**src/rtl/sd2_pkg.sv**
```systemverilog
package sd2_pkg;

   // run-time spreading exponents, each the log2 of a spreading factor
   typedef struct packed {
      logic [2:0] f_log;
      logic [2:0] t_log;
   } sd2_cfg_t;

   localparam int CFG_LOG_MAX = 7;

endpackage

```
**src/rtl/sd2_ctrl.sv**
```systemverilog
// Position tracking: sub-carrier index, symbol index within the time group,
// and the spreading exponents latched at each symbol boundary.
module sd2_ctrl
   import sd2_pkg::*;
#(
   parameter int NC     = 64,
   parameter int SF_MAX = 16,
   localparam int SC_W  = $clog2(NC),
   localparam int SYM_W = $clog2(SF_MAX)
) (
   input  logic            clk,
   input  logic            rst_n,
   input  logic            in_valid,
   input  sd2_cfg_t        cfg_in,
   output sd2_cfg_t        cfg_act,
   output logic [SC_W-1:0] sc_idx,
   output logic [SC_W-1:0] grp_addr,
   output logic            chip_first,
   output logic            chip_last,
   output logic            sym_first,
   output logic            sym_last
);

   localparam logic [SC_W:0]  ONE_C   = (SC_W+1)'(1);
   localparam logic [SYM_W:0] ONE_S   = (SYM_W+1)'(1);
   localparam logic [SC_W-1:0] SC_TOP = SC_W'(NC - 1);

   logic [SC_W-1:0]  sc_q;
   logic [SYM_W-1:0] sym_q;
   sd2_cfg_t         cfg_q;

   logic             at_start;
   logic             sc_wrap;
   logic             cfg_chg;
   sd2_cfg_t         cfg_eff;
   logic [SYM_W-1:0] sym_eff;
   logic [SC_W:0]    chip_span;
   logic [SC_W-1:0]  chip_mask;
   logic [SC_W-1:0]  chip_pos;
   logic [SYM_W:0]   sym_span;
   logic [SYM_W-1:0] sym_top;
   logic [SYM_W-1:0] sym_next;

   always_comb begin
      at_start  = (sc_q == '0);
      sc_wrap   = (sc_q == SC_TOP);
      cfg_eff   = at_start ? cfg_in : cfg_q;
      cfg_chg   = at_start && (cfg_in != cfg_q);
      sym_eff   = cfg_chg ? '0 : sym_q;
      chip_span = ONE_C << cfg_eff.f_log;
      chip_mask = SC_W'(chip_span - ONE_C);
      chip_pos  = sc_q & chip_mask;
      sym_span  = ONE_S << cfg_eff.t_log;
      sym_top   = SYM_W'(sym_span - ONE_S);
      sym_next  = (sym_eff == sym_top) ? '0 : sym_eff + SYM_W'(1);
   end

   always_ff @(posedge clk or negedge rst_n) begin
      if (!rst_n) begin
         sc_q  <= '0;
         sym_q <= '0;
         cfg_q <= '0;
      end else if (in_valid) begin
         sc_q  <= sc_wrap ? '0 : sc_q + SC_W'(1);
         sym_q <= sc_wrap ? sym_next : sym_eff;
         if (at_start) begin
            cfg_q <= cfg_in;
         end
      end
   end

   assign cfg_act    = cfg_q;
   assign sc_idx     = sc_q;
   assign grp_addr   = sc_q >> cfg_eff.f_log;
   assign chip_first = (chip_pos == '0);
   assign chip_last  = (chip_pos == chip_mask);
   assign sym_first  = (sym_eff == '0);
   assign sym_last   = (sym_eff == sym_top);

endmodule

```
**src/rtl/sd2_freq_acc.sv**
```systemverilog
// Frequency-domain correlation: sign flip by chip, one adder, loopback register.
module sd2_freq_acc #(
   parameter int DATA_W = 12,
   parameter int ACC_W  = 17,
   parameter int AW     = 6
) (
   input  logic                     clk,
   input  logic                     rst_n,
   input  logic                     in_valid,
   input  logic signed [DATA_W-1:0] in_data,
   input  logic                     in_chip,
   input  logic                     chip_first,
   input  logic                     chip_last,
   input  logic                     sym_first,
   input  logic                     sym_last,
   input  logic [AW-1:0]            grp_addr,
   output logic                     part_valid,
   output logic signed [ACC_W-1:0]  part_sum,
   output logic [AW-1:0]            part_addr,
   output logic                     part_first,
   output logic                     part_last
);

   logic signed [ACC_W-1:0] ext;
   logic signed [ACC_W-1:0] term;
   logic signed [ACC_W-1:0] base;
   logic signed [ACC_W-1:0] sum_now;
   logic signed [ACC_W-1:0] run_q;

   always_comb begin
      ext     = ACC_W'(in_data);
      term    = in_chip ? -ext : ext;
      base    = chip_first ? '0 : run_q;
      sum_now = base + term;
   end

   always_ff @(posedge clk or negedge rst_n) begin
      if (!rst_n) begin
         run_q      <= '0;
         part_valid <= 1'b0;
         part_sum   <= '0;
         part_addr  <= '0;
         part_first <= 1'b0;
         part_last  <= 1'b0;
      end else begin
         part_valid <= in_valid && chip_last;
         if (in_valid) begin
            run_q <= sum_now;
         end
         if (in_valid && chip_last) begin
            part_sum   <= sum_now;
            part_addr  <= grp_addr;
            part_first <= sym_first;
            part_last  <= sym_last;
         end
      end
   end

endmodule

```
**src/rtl/sd2_time_acc.sv**
```systemverilog
// Time-domain accumulation through an intermediate word memory, with bypass
// when the time group is a single symbol.
module sd2_time_acc #(
   parameter int NC    = 64,
   parameter int ACC_W = 17,
   localparam int AW   = $clog2(NC)
) (
   input  logic                    clk,
   input  logic                    rst_n,
   input  logic                    part_valid,
   input  logic signed [ACC_W-1:0] part_sum,
   input  logic [AW-1:0]           part_addr,
   input  logic                    part_first,
   input  logic                    part_last,
   output logic                    out_valid,
   output logic signed [ACC_W-1:0] out_data
);

   logic signed [ACC_W-1:0] mem_q [NC];
   logic signed [ACC_W-1:0] rd_word;
   logic signed [ACC_W-1:0] acc_sum;
   logic                    wr_en;

   always_comb begin
      rd_word = mem_q[part_addr];
      acc_sum = part_first ? part_sum : rd_word + part_sum;
      wr_en   = part_valid && !part_last;
   end

   always_ff @(posedge clk) begin
      if (wr_en) begin
         mem_q[part_addr] <= acc_sum;
      end
   end

   always_ff @(posedge clk or negedge rst_n) begin
      if (!rst_n) begin
         out_valid <= 1'b0;
         out_data  <= '0;
      end else begin
         out_valid <= part_valid && part_last;
         if (part_valid && part_last) begin
            out_data <= acc_sum;
         end
      end
   end

endmodule

```
**src/rtl/sd2_despreader.sv**
```systemverilog
module sd2_despreader
   import sd2_pkg::*;
#(
   parameter int NC     = 64,
   parameter int DATA_W = 12,
   parameter int SF_MAX = 16,
   parameter int ACC_W  = DATA_W + $clog2(SF_MAX) + 1
) (
   input  logic              clk,
   input  logic              rst_n,
   input  logic              in_valid,
   input  logic [DATA_W-1:0] in_data,
   input  logic              in_chip,
   input  logic [2:0]        cfg_f_log,
   input  logic [2:0]        cfg_t_log,
   output logic              out_valid,
   output logic [ACC_W-1:0]  out_data
);

   localparam int SC_W   = $clog2(NC);
   localparam int SF_LOG = $clog2(SF_MAX);

   // elaboration-time parameter checks
   if (SF_MAX < 2 || (1 << SF_LOG) != SF_MAX) begin : g_bad_sfmax
      $error("SF_MAX must be a power of two of at least 2");
   end
   if (SF_LOG > CFG_LOG_MAX) begin : g_bad_sflog
      $error("SF_MAX exceeds the range of the exponent inputs");
   end
   if (NC < SF_MAX || (NC % SF_MAX) != 0) begin : g_bad_nc
      $error("NC must be a nonzero multiple of SF_MAX");
   end
   if (ACC_W < DATA_W + SF_LOG + 1) begin : g_bad_accw
      $error("ACC_W too narrow for a full-scale sum");
   end

   sd2_cfg_t                cfg_in;
   sd2_cfg_t                cfg_act;
   logic [SC_W-1:0]         sc_idx;
   logic [SC_W-1:0]         grp_addr;
   logic                    chip_first;
   logic                    chip_last;
   logic                    sym_first;
   logic                    sym_last;
   logic                    part_valid;
   logic signed [ACC_W-1:0] part_sum;
   logic [SC_W-1:0]         part_addr;
   logic                    part_first;
   logic                    part_last;
   logic signed [ACC_W-1:0] res_data;

   assign cfg_in.f_log = cfg_f_log;
   assign cfg_in.t_log = cfg_t_log;

   sd2_ctrl #(
      .NC     (NC),
      .SF_MAX (SF_MAX)
   ) u_ctrl (
      .clk        (clk),
      .rst_n      (rst_n),
      .in_valid   (in_valid),
      .cfg_in     (cfg_in),
      .cfg_act    (cfg_act),
      .sc_idx     (sc_idx),
      .grp_addr   (grp_addr),
      .chip_first (chip_first),
      .chip_last  (chip_last),
      .sym_first  (sym_first),
      .sym_last   (sym_last)
   );

   sd2_freq_acc #(
      .DATA_W (DATA_W),
      .ACC_W  (ACC_W),
      .AW     (SC_W)
   ) u_freq (
      .clk        (clk),
      .rst_n      (rst_n),
      .in_valid   (in_valid),
      .in_data    ($signed(in_data)),
      .in_chip    (in_chip),
      .chip_first (chip_first),
      .chip_last  (chip_last),
      .sym_first  (sym_first),
      .sym_last   (sym_last),
      .grp_addr   (grp_addr),
      .part_valid (part_valid),
      .part_sum   (part_sum),
      .part_addr  (part_addr),
      .part_first (part_first),
      .part_last  (part_last)
   );

   sd2_time_acc #(
      .NC    (NC),
      .ACC_W (ACC_W)
   ) u_time (
      .clk        (clk),
      .rst_n      (rst_n),
      .part_valid (part_valid),
      .part_sum   (part_sum),
      .part_addr  (part_addr),
      .part_first (part_first),
      .part_last  (part_last),
      .out_valid  (out_valid),
      .out_data   (res_data)
   );

   assign out_data = res_data;

endmodule

```
**config.mk**
```make
export PLATFORM = sky130hd
export DESIGN_NAME = sd2_despreader
export DESIGN_NICKNAME = d
export VERILOG_FILES = /design/src/rtl/sd2_pkg.sv /design/src/rtl/sd2_ctrl.sv /design/src/rtl/sd2_freq_acc.sv /design/src/rtl/sd2_time_acc.sv /design/src/rtl/sd2_despreader.sv
export SDC_FILE = /design/constraint.sdc
export NUM_CORES = 1
export LEC_CHECK = 0
export BUFFER_PORTS_ARGS = -buffer_cell sky130_fd_sc_hd__buf_2
export CAP_MARGIN = 40
export CORE_MARGIN = 8
export CORE_UTILIZATION = 51
export DETAILED_ROUTE_END_ITERATION = 8
export PLACE_DENSITY = 0.66
export SYNTH_ARGS = -nofsm -noshare
export SYNTH_HDL_FRONTEND = slang
export SYNTH_SLANG_ARGS = --single-unit
```
**constraint.sdc**
```tcl
create_clock -name clk -period 11.15 [get_ports clk]
set_input_delay 1.6725 -clock clk [delete_from_list [all_inputs] [get_ports clk]]
set_output_delay 1.6725 -clock clk [all_outputs]
set_load 0.05 [all_outputs]
```
Word level (Yosys, flattened, before mapping):

Memories as Yosys holds them, arrays and structs flattened.
Index checks and enable logic that the tools add are counted.

* $add $sub $neg: 7
* multipliers: 0
* divide/modulo/power cells: 0
* magnitude comparators: 0
* equality and inequality tests: 4
* shift-type cells: 3
* multiplexer cells: 10
* bitwise gates (word level): 1
* reduce and logical (&&, ||, !) cells: 8

Operators with widths (number)
* $mux W17: 3
* $add A17 B17 Y17: 2
* $neg A12 Y17: 1
* $logic_not A6 Y1: 2
* $mux W4: 3
* $mux W6: 2
* $add A6 B1 Y6 const B: 1
* $and A6 B6 Y6: 1
* $eq A6 B6 Y1: 1
* $eq A6 B6 Y1 const B: 1
* $ne A6 B6 Y1: 1
* $shl A1 B3 Y6 const A: 1
* $shr A6 B3 Y6: 1
* $sub A6 B1 Y6 const B: 1
* $add A4 B1 Y4 const B: 1
* $eq A4 B4 Y1: 1
* $logic_and A1 B1 Y1: 4
* $logic_not A4 Y1: 1
* $shl A1 B3 Y4 const A: 1
* $sub A4 B1 Y4 const B: 1
* $mux W1: 2
* $logic_not A1 Y1: 1

* register bits: 77
* latch bits: 0
* bits in writable memories: 1088
* ROM bits: 0
* input port bits: 22
* output and inout bits: 18
* logic and storage cells: 46
* memories kept: 1

Memories
* u_time.mem_q: words 64, width 17, read ports 1, clocked after Yosys merged registers in 0, wr ports 1, line sd2_time_acc.sv:19 `logic signed [ACC_W-1:0] mem_q [NC];`

Longest topological paths before layout:

* depth in word-level cells: 8
* mapped depth: 24

Cells and area by module:

Synthesis repeated with hierarchy kept, for this count alone.

* cell total of the unflattened synthesis: 2842
* area total of the unflattened synthesis: 47758.3 sq um

Modules (own cells, without submodules)
* sd2_time_acc: instances 1, cells an instance 2396, area each 43566.8 sq um, seq. area each 33121.8 sq um
* sd2_freq_acc: instances 1, cells an instance 274, area each 2742.6 sq um, seq. area each 1076.0 sq um
* sd2_ctrl: instances 1, cells an instance 172, area each 1448.9 sq um, seq. area each 400.4 sq um

Worst setup path before layout:

No wires, ideal clock.

* path type: reg2reg
* start point: register u_freq.part_addr[1]
* end point: memory u_time.mem_q[0][14] (data pin)
* setup time: 0.702 ns
* arrival time: 6.483 ns
* slack: 3.965 ns
* stages on the path, launching flop included: 21
* path buffers: 4
* clock period less this slack: 7.185 ns
* path through: dfrtp_1 buf_6 nor3_1 buf_2 buf_1 buf_1 a22oi_1 a31oi_1 a21oi_1 nand4_1 ha_1 inv_1 fa_1 nor2b_1 o2111ai_1 a41oi_1 a21oi_1 o211ai_1 a31oi_1 xor2_1 o21ai_0

* cells in the longest elaborated chain, start to end: 3

Ends and longest elaborated chain
* start: declaration: line sd2_freq_acc.sv:19 `output logic [AW-1:0] part_addr,`
* start signal: assignment: line sd2_freq_acc.sv:52 `part_addr <= grp_addr;`
* $mem_v2 Z64 W17
* $add A17 B17 Y17: line sd2_time_acc.sv:26 `acc_sum = part_first ? part_sum : rd_word + part_sum;`
* $mux W17: line sd2_time_acc.sv:26
* via u_time.acc_sum[14]: line sd2_time_acc.sv:21 `logic signed [ACC_W-1:0] acc_sum;`
* end: declaration: line sd2_time_acc.sv:19

The timed path passes the listed nets, and every way through them passes these cells.

Final worst setup path:

* start point: register u_freq.part_addr[2]
* end point: memory u_time.mem_q[6][14] (data pin)

The elaborated chain is that of the path after synthesis.

==> results.py <==
metrics = {
    "status": {
        "status": "complete, no violations",
    },
    "timing": {
        "setup_ws_ns": 4.392,
        "setup_viol": 0,
        "relSlewSlack_pct": 34.06,
        "min_period_ns": 6.758,
        "finClkSkew_ns": 0.03911,
        "hold_viol_final": 0,
        "max_freq_ghz": 0.1480,
        "worstMarginPinSlew_ns": 0.9853,
        "finalCritPeriodShare_pct": 60.61,
        "rsz0062_at_grt": "false",
        "finalMaxSlewViolations": 0,
        "tns_ns": 0,
    },
    "placement": {
        "placed_area_um2": 47370,
        "preCtsSetupSlack_ns": 4.511,
        "gp_congestion": 0.9076,
        "dp.final_hpwl_mm": 70.96,
        "port_buffers": 39,
    },
    "drt": {
        "antenna_left": 0,
        "drtPass1Iterations": 5,
        "met1_length_mm": 47.58,
        "drt-initial-drc-count": 3419,
        "highest_layer": "met5",
        "totalWireLength_mm": 124.3,
        "vias": 26854,
        "wl_per_cell_um": 30.45,
        "wl_met2_mm": 58.09,
        "wl_met3_mm": 13.13,
        "drc_errors": 0,
        "vias_per_cell": 6.575,
    },
    "worst_hold_path": {
        "hold_path_startpoint": "u_time.out_data[0]$_DFFE_PN0P_",
        "min_path_cells": 2,
        "hp-class": "flip-flop to flip-flop",
        "worstHoldEndpoint": "u_time.out_data[0]$_DFFE_PN0P_",
    },
    "pwr": {
        "worst_ir_drop_vdd_mv": 0.3768,
        "leakage_uw": 0.01654,
        "powerDensity_nw_per_um2": 340.4,
    },
    "worst_setup_path": {
        "ff2ff_setup_slack_ns": 4.39,
        "cp_max_fo": 107,
        "crit_required_ns": 11.57,
        "reg2reg_from": "u_freq.part_addr[2]$_DFFE_PN0P_",
        "endpoint_kind": "flip-flop",
        "crit_arrival_ns": 7.18,
        "r2r_cells": 17,
        "regToRegEndpoint": "u_time.mem_q[6][14]$_DFFE_PP_",
        "critPathLaunchType": "flip-flop",
        "crit_type": "flip-flop to flip-flop",
    },
    "final_layout": {
        "layout.nets": 2882,
        "fill_cells": 6536,
        "drive_gt1_share_pct": 14.43,
        "final_area_um2": 51010,
        "areaGrowthSynthToFinish_pct": 13.22,
        "post-route-util_pct": 57.99,
    },
    "grt": {
        "grt_pass1_wl_mm": 179.8,
        "grt_overflow_total": 0,
        "grt_pass1_vias": 26152,
        "grtUsageTotal_pct": 24.62,
        "antenna_found_initial": 3,
        "grt_start_max_net_pins": 110,
    },
    "floorplan": {
        "core_um2": 87970,
        "row_count": 109,
        "io_pins": 40,
        "die_w_um": 313.2,
        "die-area_um2": 98120,
        "chipHeight_um": 313.2,
        "start_util_pct": 51.22,
    },
    "synth": {
        "yosysMostFrequentCell": "edfxtp_1",
        "postSynthCellCount": 2707,
        "synth_seq_cells": 1165,
        "yosys_most_used_dff": "edfxtp_1",
        "ys_async_sr_fraction_pct": 6.609,
        "synth_edf_count": 1088,
        "yosys-top-cells-count": "1,088 x edfxtp_1, 308 x a22oi_1, 111 x a22o_1",
        "yosysUniqueCellTypes": 79,
        "ys_top_cells_by_area": "edfxtp_1 73%, a22oi_1 5.1%, dfrtp_1 4.3%",
        "synth_top_area_share_pct": 72.51,
        "synth_area_leader_cell": "edfxtp_1",
        "syn_avg_cell_area_um2": 16.65,
        "syn_nets": 2769,
        "synth_area_um2": 45060,
        "ys_warn_count": 0,
        "synth_seq_area_share_pct": 76.79,
    },
    "run": {
        "maxCapViolations": 0,
    },
    "clock_network": {
        "postCtsSetupBuffers": 0,
        "clock_latency_ns": 0.70,
        "cts_root_buf": "clkbuf_16",
        "cts-resized-gates": 0,
        "clk_path_buf_depth": 3,
        "hold_buffers": 0,
        "cts_tree": "yes",
        "cts_inserted_buffers": 112,
        "clk_pin_slew_worst_paths_ns": 0.06,
        "cts.htree.levels": 3,
        "cts.sinks": 1165,
    },
}
[placed cells by master, fill, tap and decap left out, types with 9 or more instances in the layout]
| cell type | count |
|---|---|
| buf_4 | 111 |
| buf_12 | 10 |
| mux2i_1 | 16 |
| edfxtp_1 | 1088 |
| nor4_1 | 16 |
| mux2_2 | 42 |
| mux2_1 | 10 |
| clkinv_2 | 23 |
| nand3_1 | 39 |
| xor2_1 | 9 |
| nand2_1 | 72 |
| xnor2_1 | 36 |
| inv_1 | 27 |
| clkbuf_16 | 113 |
| nand4_1 | 35 |
| a22oi_1 | 308 |
| a21o_1 | 9 |
| clkbuf_1 | 19 |
| ha_1 | 38 |
| buf_2 | 41 |
| nand2b_1 | 12 |
| o31ai_1 | 11 |
| bufinv_16 | 11 |
| a21oi_1 | 67 |
| dfrtp_1 | 76 |
| clkinv_1 | 27 |
| nor2b_1 | 23 |
| a31oi_1 | 100 |
| a221oi_1 | 106 |
| o21ai_0 | 34 |
| a22o_1 | 111 |
| nor3_1 | 12 |
| o21ai_4 | 15 |
| nor2_1 | 106 |
| clkinvlp_4 | 9 |
[metrics by stage]
| step | power, µW | hold slack [ns] | instances |
|---|---|---|---|
| after global routing | 17980 | 0.4998 | 4082 |
| after detailed placement | 13680 | 0.4747 | 3870 |
| after CTS | 17360 | 0.4893 | 4081 |
| after floorplan | 10950 | 0.4727 | 2707 |
| final | 17370 | 0.4785 | 4084 |
| after global placement | 13260 | 0.4686 | 3854 |
[critical path: stages (launching register included)]
cell       delay [ns]
dfrtp_1          0.37
buf_4            0.41
and3_4           0.56
buf_12           0.50
a22oi_1          0.21
a31oi_1          0.62
nor4_1           0.25
nand2_1          0.12
ha_1             0.26
nor2b_1          0.15
o2111ai_1        0.23
a41oi_1          0.20
a21oi_1          0.29
o211ai_1         0.18
a31oi_1          0.27
xor2_1           0.18
o21ai_4          0.79
buf_4            0.54
[where the power goes]
group          total [µW]  switching [µW]  internal [µW]
Combinational        6380            4770           1610
Sequential           7270             142           7120
Clock                3720            1600           2120
[state kept, by name, summed over array words and instances (netlist names)]
register,count
u_time.out_valid,1
u_freq.part_first,1
u_freq.part_sum,17
u_ctrl.sym_q,4
u_freq.part_last,1
u_ctrl.cfg_act,6
u_time.mem_q,1088
u_time.out_data,17
u_freq.run_q,17
u_freq.part_valid,1
u_freq.part_addr,6
u_ctrl.sc_idx,6
[kinds of logic after synthesis]
family	count (synthesis)	share of synthesized area, %
flip-flops	1165	76.79
adder cells (fa/ha/maj)	40	1.144
XOR/XNOR	45	0.8747
multiplexers	72	1.835
AO/OA/AOI/OAI	821	13.46
AND/OR/NAND/NOR	366	4.063
buffers and inverters	198	1.836
[area by class of cell]
class                      instances  area, µm²  share of cell area, %
multi-input combinational       1344       9856                  19.32
antenna                            2      5.005               0.009811
tap                             1165       1458                  2.857
inverter                          29      108.9                 0.2134
sequential                      1165      34600                  67.83
clock buffer                     132       2899                  5.683
clock inverter                    79      730.7                  1.432
timing repair buffer             168       1356                  2.659
[how the worst max path moves through the flow]
| stage | startpoint | to | slack [ns] | cells past startpoint |
|---|---|---|---|---|
| 6_report | u_freq.part_addr[2]$_DFFE_PN0P_ | u_time.mem_q[6][14]$_DFFE_PP_ | 4.39 | 17 |
| 5_1_grt | u_freq.part_addr[1]$_DFFE_PN0P_ | u_time.mem_q[6][14]$_DFFE_PP_ | 4.10 | 21 |
| 4_1_cts | u_freq.part_addr[1]$_DFFE_PN0P_ | u_time.mem_q[30][14]$_DFFE_PP_ | 4.52 | 21 |
| 3_5_place_dp | u_freq.part_addr[1]$_DFFE_PN0P_ | u_time.mem_q[31][14]$_DFFE_PP_ | 4.51 | 21 |
| 3_3_place_gp | u_freq.part_addr[1]$_DFFE_PN0P_ | u_time.mem_q[16][14]$_DFFE_PP_ | 4.64 | 17 |
| 2_1_floorplan | u_freq.part_addr[1]$_DFFE_PN0P_ | u_time.mem_q[0][14]$_DFFE_PP_ | 3.97 | 20 |
[metal layers]
layer,global-route usage (%),vias up
li1,-,11376
met5,0,-
met1,33.57,13665
met2,38.68,1562
met3,4.742,249
met4,10.90,2
No activity file was read; power rests on OpenSTA's default activity.
